## config.mk

```make
export PLATFORM = sky130hd
export DESIGN_NAME = apd_addr_decoder
export DESIGN_NICKNAME = d
export VERILOG_FILES = /design/src/rtl/apd_pkg.sv /design/src/rtl/apd_bus_watch.sv /design/src/rtl/apd_pin_track.sv /design/src/rtl/apd_addr_map.sv /design/src/rtl/apd_addr_decoder.sv
export SDC_FILE = /design/constraint.sdc
export NUM_CORES = 1
export LEC_CHECK = 0
export ABC_AREA = 1
export BUFFER_PORTS_ARGS = -buffer_cell sky130_fd_sc_hd__buf_2
export CAP_MARGIN = 20
export CORE_ASPECT_RATIO = 1.75
export CORE_UTILIZATION = 47
export CTS_CLUSTER_SIZE = 14
export DETAILED_ROUTE_END_ITERATION = 16
export GPL_TIMING_DRIVEN = 0
export PLACE_DENSITY = 0.75
export SKIP_LAST_GASP = 1
export SLEW_MARGIN = 10
export SYNTH_ARGS = -nofsm -noshare
export SYNTH_HDL_FRONTEND = slang
export SYNTH_SLANG_ARGS = --single-unit
```

## constraint.sdc

```tcl
create_clock -name clk -period 0.99 [get_ports clk]
set_input_delay 0.0495 -clock clk [delete_from_list [all_inputs] [get_ports clk]]
set_output_delay 0.0495 -clock clk [all_outputs]
set_load 0.01 [all_outputs]
```

## src/rtl/apd_pkg.sv

```systemverilog
package apd_pkg;
  typedef enum logic [1:0] {
    PIN_GND = 2'd0,
    PIN_VDD = 2'd1,
    PIN_SCL = 2'd2,
    PIN_SDA = 2'd3
  } pin_wire_e;

  localparam int ADDR_W   = 7;
  localparam int PORT_W   = 8;
  localparam int NUM_PINS = 2;
  localparam logic [2:0] ADDR_PREFIX = 3'b110;
endpackage

```

## src/rtl/apd_bus_watch.sv

```systemverilog
module apd_bus_watch #(
  parameter int BYTE_BITS = 8
) (
  input  logic clk,
  input  logic rst_n,
  input  logic sda_i,
  input  logic scl_i,
  output logic start_o,
  output logic stop_o,
  output logic active_o,
  output logic full_o
);
  localparam int CNT_W = $clog2(BYTE_BITS + 1);
  localparam logic [CNT_W-1:0] CNT_MAX = CNT_W'(BYTE_BITS);

  logic             sda_q, scl_q, active_q;
  logic             active_d;
  logic [CNT_W-1:0] cnt_q, cnt_d;
  logic             scl_rise;

  always_comb begin
    start_o  = scl_i & scl_q & sda_q & ~sda_i;
    stop_o   = scl_i & scl_q & ~sda_q & sda_i;
    scl_rise = scl_i & ~scl_q;
  end

  always_comb begin
    active_d = active_q;
    cnt_d    = cnt_q;
    if (start_o) begin
      active_d = 1'b1;
      cnt_d    = '0;
    end else if (stop_o) begin
      active_d = 1'b0;
    end else if (active_q && scl_rise && (cnt_q < CNT_MAX)) begin
      cnt_d = cnt_q + 1'b1;
    end
  end

  always_ff @(posedge clk or negedge rst_n) begin
    if (!rst_n) begin
      sda_q    <= 1'b1;
      scl_q    <= 1'b1;
      active_q <= 1'b0;
      cnt_q    <= '0;
    end else begin
      sda_q    <= sda_i;
      scl_q    <= scl_i;
      active_q <= active_d;
      cnt_q    <= cnt_d;
    end
  end

  assign active_o = active_q;
  assign full_o   = active_q && (cnt_q == CNT_MAX);

  p_cnt_limit_r7: assert property (@(posedge clk) disable iff (!rst_n)
    cnt_q <= CNT_MAX);
  p_active_from_start_r7: assert property (@(posedge clk) disable iff (!rst_n)
    $rose(active_q) |-> $past(start_o));
  p_stop_ends_r7: assert property (@(posedge clk) disable iff (!rst_n)
    (stop_o && !start_o) |=> !active_q);
endmodule

```

## src/rtl/apd_pin_track.sv

```systemverilog
module apd_pin_track
  import apd_pkg::*;
(
  input  logic      clk,
  input  logic      rst_n,
  input  logic      pin_i,
  input  logic      sda_i,
  input  logic      scl_i,
  input  logic      start_i,
  input  logic      stop_i,
  input  logic      active_i,
  input  logic      full_i,
  output pin_wire_e cls_o,
  output logic      resolved_o
);
  logic      pin_q;
  logic      sda_ok_q, sda_ok_d;
  logic      scl_ok_q, scl_ok_d;
  pin_wire_e cls_q, cls_d;
  logic      res_q, res_d;
  logic      sda_eq, scl_eq, commit;
  pin_wire_e level_cls;

  always_comb begin
    sda_eq    = (pin_i == sda_i);
    scl_eq    = (pin_i == scl_i);
    commit    = stop_i & full_i;
    level_cls = pin_i ? PIN_VDD : PIN_GND;
  end

  always_comb begin
    sda_ok_d = sda_ok_q;
    scl_ok_d = scl_ok_q;
    cls_d    = cls_q;
    res_d    = res_q;
    if (start_i) begin
      sda_ok_d = sda_eq & pin_q;
      scl_ok_d = scl_eq;
    end else if (active_i) begin
      sda_ok_d = sda_ok_q & sda_eq;
      scl_ok_d = scl_ok_q & scl_eq;
    end
    if (commit) begin
      res_d = 1'b1;
      if (sda_ok_q && sda_eq)      cls_d = PIN_SDA;
      else if (scl_ok_q && scl_eq) cls_d = PIN_SCL;
      else                         cls_d = level_cls;
    end
  end

  always_ff @(posedge clk or negedge rst_n) begin
    if (!rst_n) begin
      pin_q    <= 1'b1;
      sda_ok_q <= 1'b0;
      scl_ok_q <= 1'b0;
      cls_q    <= PIN_VDD;
      res_q    <= 1'b0;
    end else begin
      pin_q    <= pin_i;
      sda_ok_q <= sda_ok_d;
      scl_ok_q <= scl_ok_d;
      cls_q    <= cls_d;
      res_q    <= res_d;
    end
  end

  assign cls_o      = res_q ? cls_q : level_cls;
  assign resolved_o = res_q;

  p_hold_class_r7: assert property (@(posedge clk) disable iff (!rst_n)
    !(stop_i && full_i) |=> $stable(cls_q));
  p_resolve_at_stop_r6: assert property (@(posedge clk) disable iff (!rst_n)
    $rose(res_q) |-> $past(stop_i));
  p_sda_needs_start_r4: assert property (@(posedge clk) disable iff (!rst_n)
    $rose(sda_ok_q) |-> $past(start_i));
endmodule

```

## src/rtl/apd_addr_map.sv

```systemverilog
module apd_addr_map
  import apd_pkg::*;
(
  input  pin_wire_e          cls_a_i,
  input  pin_wire_e          cls_b_i,
  output logic [ADDR_W-1:0]  addr_o,
  output logic [PORT_W-1:0]  pull_o,
  output logic [PORT_W-1:0]  dflt_o
);
  localparam int HALF = PORT_W / 2;

  function automatic logic [1:0] code_a(pin_wire_e c);
    case (c)
      PIN_GND: code_a = 2'b00;
      PIN_VDD: code_a = 2'b01;
      PIN_SCL: code_a = 2'b10;
      default: code_a = 2'b11;
    endcase
  endfunction

  function automatic logic [1:0] code_b(pin_wire_e c);
    case (c)
      PIN_SCL: code_b = 2'b00;
      PIN_SDA: code_b = 2'b01;
      PIN_GND: code_b = 2'b10;
      default: code_b = 2'b11;
    endcase
  endfunction

  logic hi_a, hi_b;

  always_comb begin
    hi_a   = (cls_a_i != PIN_GND);
    hi_b   = (cls_b_i != PIN_GND);
    addr_o = {ADDR_PREFIX, code_b(cls_b_i), code_a(cls_a_i)};
    pull_o = '0;
    pull_o[3:2] = {2{hi_a}};
    pull_o[5:4] = {2{hi_b}};
    dflt_o = {{HALF{hi_b}}, {HALF{hi_a}}};
  end
endmodule

```

## src/rtl/apd_addr_decoder.sv

```systemverilog
module apd_addr_decoder
  import apd_pkg::*;
#(
  parameter int BYTE_BITS = 8
) (
  input  logic              clk,
  input  logic              rst_n,
  input  logic              sda_i,
  input  logic              scl_i,
  input  logic              pin_a_i,
  input  logic              pin_b_i,
  output logic [ADDR_W-1:0] slave_addr_o,
  output logic [PORT_W-1:0] pull_en_o,
  output logic [PORT_W-1:0] dflt_o
);
  logic [1:0] rst_sync_q;
  logic       rst_int_n;

  always_ff @(posedge clk or negedge rst_n) begin
    if (!rst_n) rst_sync_q <= 2'b00;
    else        rst_sync_q <= {rst_sync_q[0], 1'b1};
  end
  assign rst_int_n = rst_sync_q[1];

  logic start, stop, active, full;

  apd_bus_watch #(.BYTE_BITS(BYTE_BITS)) u_watch (
    .clk      (clk),
    .rst_n    (rst_int_n),
    .sda_i    (sda_i),
    .scl_i    (scl_i),
    .start_o  (start),
    .stop_o   (stop),
    .active_o (active),
    .full_o   (full)
  );

  logic [NUM_PINS-1:0] pins;
  logic [NUM_PINS-1:0] resolved;
  pin_wire_e           cls [NUM_PINS];

  assign pins = {pin_b_i, pin_a_i};

  for (genvar g = 0; g < NUM_PINS; g++) begin : g_pin
    apd_pin_track u_track (
      .clk        (clk),
      .rst_n      (rst_int_n),
      .pin_i      (pins[g]),
      .sda_i      (sda_i),
      .scl_i      (scl_i),
      .start_i    (start),
      .stop_i     (stop),
      .active_i   (active),
      .full_i     (full),
      .cls_o      (cls[g]),
      .resolved_o (resolved[g])
    );
  end

  apd_addr_map u_map (
    .cls_a_i (cls[0]),
    .cls_b_i (cls[1]),
    .addr_o  (slave_addr_o),
    .pull_o  (pull_en_o),
    .dflt_o  (dflt_o)
  );

  p_pins_resolve_together_r5: assert property (@(posedge clk) disable iff (!rst_int_n)
    resolved[0] == resolved[1]);
  p_addr_hold_r7: assert property (@(posedge clk) disable iff (!rst_int_n)
    (resolved[0] && !(stop && full) && $stable(pins)) |=> $stable(slave_addr_o));
endmodule

```

==> reports/qor.yml, run 1 <==
run_status: "finished, violations left"
violations: "negative setup slack"
synth_top_cell_area_share_pct: 29.9
drt_wl_total_um: 2780
core_um2: 2330
cts.root.buffer_cell: "sky130_fd_sc_hd__clkbuf_8"
critical_path.slowest_cell: "sky130_fd_sc_hd__dfstp_2"
die_w_um: 39.8
layout_min_cycle_time_ns: 1.41
rsz_0062_raised_after_global_routing: "true"
num_antenna_cells: 0
report.final.slew_viol_count: 0
internal_power_w: 0.00168
critical_path_class: "reg -> out"
most_repeated_cell_in_the_gate_level_netlist_after_synthesis: "sky130_fd_sc_hd__nand2_1"
power-per-cell-area_nw_per_um2: 1380
top_level_ports: 29
layout.filler_cells: 159
synthSimpleGateAreaFrac_pct: 29.8
critPathCaptureType: "primary output"
power.leakage_nw: 0.953
area_grow_syn2layout_pct: 51.2
worst_skew_pair.late_latency_ns: 0.25
synthesis.area_per_instance_um2: 7.42
power.clock.fraction_pct: 24.8
grt_pass1_vias: 1032
initial_antenna_violation_count: 0
cpMostUsedCell: "sky130_fd_sc_hd__buf_4"
detailroute.via_count: 1097
grt_first_pass_wirelength_um: 4460
synth_top_family_by_area: "simple AND/OR/NAND/NOR gates"
port-buffer-count: 21
cp_max_fo: 4
switching_share_pct: 31.3
grt.total_usage_pct: 24.0
finish.utilization_pct: 76.1
drtPass1Iterations: 4
drc: 0
finalSetupTns_ns: -7.32
floorplan.initialDensity_pct: 50.3
dieHeight_um: 68.1
synth_xor_xnor_area_share_pct: 0.747
synth_fa_ha_area_share_pct: 2.13
synth.mux.area_fraction_pct: 0
pwr-share-seq_pct: 42.0
cts_tree: "yes"
avgRoutedWirePerCell_um: 12.1
async_flop_share_pct: 100
pre_cts_ws_ns: -0.233
synth_cells: 158
cts.sink_count: 20
placedCellCount: 210
detail_route.iter0.violations: 11
grt-ovfl-total: 0
worstSetupStartpointType: "flip-flop"
synth_compound_area_share_pct: 4.48
skew_ns: 0.000972
synth_seq_area_share_pct: 43.3
worst_pin_slew_ns: 0.721
regToRegSetupSlack_ns: -0.16
rows: 23
worst-endpoint-required_ns: 0.94
floorplan.die_area_um2: 2710
routed_via_density: 4.77
power.share.combinational_pct: 33.2
synth-main-ff-cell: "sky130_fd_sc_hd__dfrtp_1"
fin_nets: 214
min_period_over_period_pct: 143
maxClockFrequency_ghz: 0.708
cts-root-to-sink-buffers: 2
path_buf_inv: 3
final-instance-count-excl-fill: 230
finalWorstSetupSlack_ns: -0.422
synth_cell_type_count: 20
headroom_to_the_max_slew_limit_pct: 51.9
synth_warnings: 0
max-vdd-ir-drop_mv: 1.48
timing_hold_violations_final: 0
totalPowerFinal_w: 0.00245
finalSetupViolCount: 29
cts-htree-levels: 1
hpwl_um: 1730
p_sw_w: 0.000765
netlist_top_cells_count: "sky130_fd_sc_hd__nand2_1 (56), sky130_fd_sc_hd__inv_1 (20), sky130_fd_sc_hd__buf_4 (19)"
cap_violations: 0
layout-drive-gt1-share_pct: 45.9
postSynthRegisterBits: 20
cts.clk_slew.worst_paths_ns: 0.07
ys_top_cells_by_area: "sky130_fd_sc_hd__dfrtp_1 (30%), sky130_fd_sc_hd__nand2_1 (18%), sky130_fd_sc_hd__dfstp_2 (13%)"
worstPathCellList: "nand2_1 > o211ai_1 > buf_4 > buf_4 > buf_2"
antenna_violating_nets_post_route: 0
cp_slowest_stage_delay_ns: 0.53
synth_edf_count: 0
globalplace.congestion: 0.767
crit_arrival_ns: 1.36
maximum_number_of_pins_on_one_net_before_global_route_repair: 19
synth_area_leader_cell: "sky130_fd_sc_hd__dfrtp_1"
cts_buffers: 3
syn-cell-area_um2: 1170
holdCritPathClass: "in -> async"
timing.critical_path.max_delay_family: "flip-flops"
## power by group through the flow
| stage | sequential, W | combinational (W) | clock, W |
|---|---|---|---|
| floorplan | 0.00102 | 0.000391 | 0 |
| global placement | 0.00103 | 0.000473 | 0 |
| detailed placement | 0.00104 | 0.000502 | 0 |
| CTS | 0.00102 | 0.000762 | 0.000618 |
| global route | 0.00104 | 0.000897 | 0.000650 |
| finish | 0.00103 | 0.000811 | 0.000608 |
## final cells by class
| type | instances | area, um2 | share of cell area, % |
|---|---|---|---|
| inverter | 21 | 81.3 | 4.59 |
| multi-input combinational | 105 | 599 | 33.8 |
| timing repair buffer | 36 | 313 | 17.6 |
| sequential | 20 | 509 | 28.7 |
| clock buffer | 4 | 55.1 | 3.11 |
| buffer | 19 | 184 | 10.4 |
| tap | 25 | 31.3 | 1.76 |
## cells in the final DEF (no fill, tap or decap)
cell and count:
sky130_fd_sc_hd__inv_2 4, sky130_fd_sc_hd__buf_2 9, sky130_fd_sc_hd__nand3_2 5, sky130_fd_sc_hd__nand3_1 4, sky130_fd_sc_hd__a21oi_2 5, sky130_fd_sc_hd__nand3_4 1
sky130_fd_sc_hd__or2_4 1, sky130_fd_sc_hd__o21ai_2 1, sky130_fd_sc_hd__ha_1 1, sky130_fd_sc_hd__nand2_1 51, sky130_fd_sc_hd__xor2_1 1, sky130_fd_sc_hd__clkbuf_8 4
sky130_fd_sc_hd__o211ai_1 1, sky130_fd_sc_hd__nor2_4 3, sky130_fd_sc_hd__inv_1 16, sky130_fd_sc_hd__nand2_2 4, sky130_fd_sc_hd__nor2_1 5, sky130_fd_sc_hd__ha_4 1
sky130_fd_sc_hd__conb_1 8, sky130_fd_sc_hd__buf_6 25, sky130_fd_sc_hd__dlygate4sd3_1 5, sky130_fd_sc_hd__o21ai_0 2, sky130_fd_sc_hd__buf_4 16, sky130_fd_sc_hd__inv_4 1
sky130_fd_sc_hd__nand2_4 4, sky130_fd_sc_hd__nor2_2 3, sky130_fd_sc_hd__dfrtp_1 13, sky130_fd_sc_hd__o21ai_1 1, sky130_fd_sc_hd__or2_1 1, sky130_fd_sc_hd__dfrtp_2 1
sky130_fd_sc_hd__nand4_1 2, sky130_fd_sc_hd__dfstp_2 6
## worst register-to-register path, delay by kind of cell (launching register included)
kind | cells | cell delay [ns]
buffers and inverters | 1 | 0.11
flip-flops | 1 | 0.55
AND/OR/NAND/NOR | 4 | 0.37
## kinds of logic after synthesis
| logic type | Yosys count |
|---|---|
| and+or+nand+nor | 83 |
| buffers and inverters | 40 |
| DFF | 20 |
| AOI/OAI and AO/OA | 10 |
| adders and majority gates | 2 |
| other | 2 |
| xor gates and xnor gates | 1 |
## per-stage QoR
stage	hold slack (ns)	cell area, um2
global route	0.138	1770
global placement	-0.165	1400
detailed placement	-0.163	1400
finish	0.119	1770
floorplan	-0.246	1260
CTS	0.101	1710
## layer usage
metal / global-route usage (%) / share of wire, % / vias to the layer above / routed length (um)
met1: 26.1 / 37 / 504 / 1010
met4: 10.3 / 2.8 / 0 / 77
met3: 0.974 / 2.1 / 8 / 57
li1: - / - / 553 / -
met2: 44.9 / 59 / 32 / 1630
met5: 0 / 0 / - / 0
## registers in the layout (all words and copies together), names as in the netlist
signal                    count
g_pin.u_track.cls_q           4
g_pin.u_track.pin_q           2
g_pin.u_track.resolved_o      1
g_pin.u_track.scl_ok_q        2
g_pin.u_track.sda_ok_q        2
rst_sync_q                    2
u_watch.active_o              1
u_watch.cnt_q                 4
u_watch.scl_q                 1
u_watch.sda_q                 1
## final timing paths
| path | cells after the start | to | from |
|---|---|---|---|
| setup reg to reg | 5 | g_pin[1].u_track.resolved_o | u_watch.sda_q |
| hold / removal | 2 | rst_sync_q[0] | rst_n |
| setup / recovery | 5 | dflt_o[7] | g_pin[1].u_track.cls_q[0] |
| hold reg to reg | 0 | u_watch.cnt_q[2] | rst_sync_q[1] |
| max in group asynchronous | 0 | g_pin[1].u_track.resolved_o | rst_sync_q[1] |
| min in group clk | 5 | g_pin[0].u_track.cls_q[0] | pin_a_i |
## timing repair
action                                  4_1_cts  5_1_grt
pin swaps                                    16       12
hold buffers                                  5        0
endpoints found under the hold margin         6        0
gates resized for setup                      33       10
cloned                                        1        0
buffers inserted                              6        4
endpoints found under the setup margin       30       30
Power figures use the tool's default switching activity.
==> run 2: changes to the inputs <==
- GPL_TIMING_DRIVEN: 0 -> default
==> run 2 against run 1 <==
  * The run still ends with negative setup slack left
  * Worst setup slack gained 0.12 ns
  * Routed wire length shrank 7.2%
  * First-iteration DRC count grew 91%
  * Clock-buffer cell count is the same
  * Core utilization shrank 8.2 points
  * Critical endpoint is now dflt_o[2]
==> reports/qor.yml, run 2 (synthesized netlist as in run 1, its figures left out) <==
hpwl_um: 1790
pwr-share-seq_pct: 42.3
report.final.slew_viol_count: 0
detail_route.iter0.violations: 21
rsz_0062_raised_after_global_routing: "true"
drtPass1Iterations: 6
critPathCaptureType: "primary output"
cts.sink_count: 20
biggestRegsByFlops: "g_pin.u_track.cls_q (4), u_watch.cnt_q (4)"
cts.root.buffer_cell: "sky130_fd_sc_hd__clkbuf_8"
cts.clk_slew.worst_paths_ns: 0.07
max-vdd-ir-drop_mv: 1.49
area_grow_syn2layout_pct: 35.0
num_antenna_cells: 0
post-route-cell-area_um2: 1580
critical_path.slowest_cell: "sky130_fd_sc_hd__dfrtp_2"
cts-htree-levels: 1
core_um2: 2330
pre_cts_ws_ns: -0.146
power.share.combinational_pct: 31.7
run_status: "finished, violations left"
placedCellCount: 199
avgRoutedWirePerCell_um: 12.2
finalSetupTns_ns: -6.01
globalplace.congestion: 0.784
worst_skew_pair.late_latency_ns: 0.25
drt_wl_total_um: 2580
power-per-cell-area_nw_per_um2: 1500
power.clock.fraction_pct: 25.9
cts_tree: "yes"
mostFrequentLayoutCell: "sky130_fd_sc_hd__nand2_1"
regToRegSetupSlack_ns: -0.19
cts-root-to-sink-buffers: 2
layout_min_cycle_time_ns: 1.29
violations: "negative setup slack"
cap_violations: 0
rows: 23
grt_first_pass_wirelength_um: 4220
dieHeight_um: 68.1
drc: 0
fin_nets: 196
reg2reg_depth: 6
min_period_over_period_pct: 131
floorplan.die_area_um2: 2710
critical_path_class: "reg -> out"
timing_hold_violations_final: 0
routed_via_density: 4.97
finalWorstSetupSlack_ns: -0.302
port-buffer-count: 21
final-instance-count-excl-fill: 212
skew_ns: 0.00120
worst-endpoint-required_ns: 0.94
finalSetupViolCount: 29
grt.total_usage_pct: 22.6
worstPathCellList: "nand2_1 > o21ai_2 > or2_4 > buf_2"
antenna_violating_nets_post_route: 0
maxClockFrequency_ghz: 0.774
power.leakage_nw: 0.856
initial_antenna_violation_count: 0
cp_max_fo: 8
holdCritPathClass: "in -> async"
hold_slack_ns: 0.0921
layout.cells.most_common_list: "sky130_fd_sc_hd__nand2_1 (50), sky130_fd_sc_hd__inv_1 (15), sky130_fd_sc_hd__buf_2 (14), sky130_fd_sc_hd__dfrtp_1 (13), sky130_fd_sc_hd__buf_6 (9)"
floorplan.initialDensity_pct: 50.3
maximum_number_of_pins_on_one_net_before_global_route_repair: 12
layout-drive-gt1-share_pct: 40.6
cp_slowest_stage_delay_ns: 0.46
top_level_ports: 29
crit_arrival_ns: 1.24
placed_area_um2: 1300
worstSetupStartpointType: "flip-flop"
detailroute.via_count: 1053
worst_reg2reg_startpoint: "u_watch.scl_q"
internal_power_w: 0.00162
cts_buffers: 3
switching_share_pct: 31.6
grt-ovfl-total: 0
worstReg2RegEnd: "g_pin[1].u_track.cls_q[1]"
die_w_um: 39.8
grt_pass1_vias: 1032
p_sw_w: 0.000750
==> run 2: cell types whose count changed in the layout (fill, tap and decap cells not counted), moves of 2 or more <==
| cell | change |
|---|---|
| sky130_fd_sc_hd__buf_4 | -8 |
| sky130_fd_sc_hd__nand2_4 | +2 |
| sky130_fd_sc_hd__buf_2 | +5 |
| sky130_fd_sc_hd__buf_6 | -16 |
| sky130_fd_sc_hd__nor2_2 | -2 |
==> run 2: power by group through the flow <==
stage	combinational [W]	clock [W]	sequential (W)
after global routing	0.000843	0.000648	0.00102
after CTS	0.000688	0.000631	0.00100
after detailed placement	0.000576	0	0.00100
after global placement	0.000557	0	0.000999
after floorplan	0.000391	0	0.00102
final	0.000754	0.000616	0.00100
==> run 2: per-layer routing <==
metal,GRT usage (%),vias up,part of all wire [%]
met3,3.57,10,3.3
met5,0,-,0
met1,22.7,492,36
met4,11.2,0,3.1
li1,-,518,-
met2,41.8,33,57
==> run 2: how the worst max path moves through the flow <==
stage / slack [ns] / end / cells past startpoint / start
after global routing: -0.35 / dflt_o[2] / 4 / g_pin[1].u_track.resolved_o
after global placement: -0.11 / g_pin[1].u_track.cls_q[1] / 6 / u_watch.scl_q
after floorplan: -0.08 / g_pin[0].u_track.cls_q[1] / 7 / u_watch.cnt_q[0]
after detailed placement: -0.15 / g_pin[0].u_track.cls_q[1] / 5 / u_watch.scl_q
final: -0.30 / dflt_o[2] / 4 / g_pin[1].u_track.resolved_o
after CTS: -0.31 / dflt_o[2] / 4 / g_pin[1].u_track.resolved_o
==> run 2: timing repair <==
| item | CTS | global route |
|---|---|---|
| endpoints found under the hold margin | 6 | 0 |
| resized for setup | 18 | 16 |
| hold buffers | 5 | 0 |
| setup buffers | 1 | 2 |
| cloned | 1 | 0 |
| setup endpoints to repair | 30 | 30 |
| pin swaps | 15 | 9 |
==> run 2: metrics by stage <==
step | utilization, % | total power (W)
after floorplan | - | 0.00141
after global placement | 55.8 | 0.00156
after detailed placement | 55.8 | 0.00158
after CTS | 64.1 | 0.00232
after global routing | 67.9 | 0.00251
final | 67.9 | 0.00237
==> run 2: final cells by class <==
type	count	area, um2
Fill cell	186	748
Multi-Input combinational cell	105	602
Sequential cell	20	509
Timing Repair Buffer	37	302
Inverter	21	83.8
Clock buffer	4	55.1
Tap cell	25	31.3
==> run 2: critical path, delay by kind of cell, from the launching register on <==
kind	cells	cell delay, ns
DFF	1	0.46
buffers and inverters	1	0.14
AOI/OAI and AO/OA	1	0.06
and+or+nand+nor	2	0.34
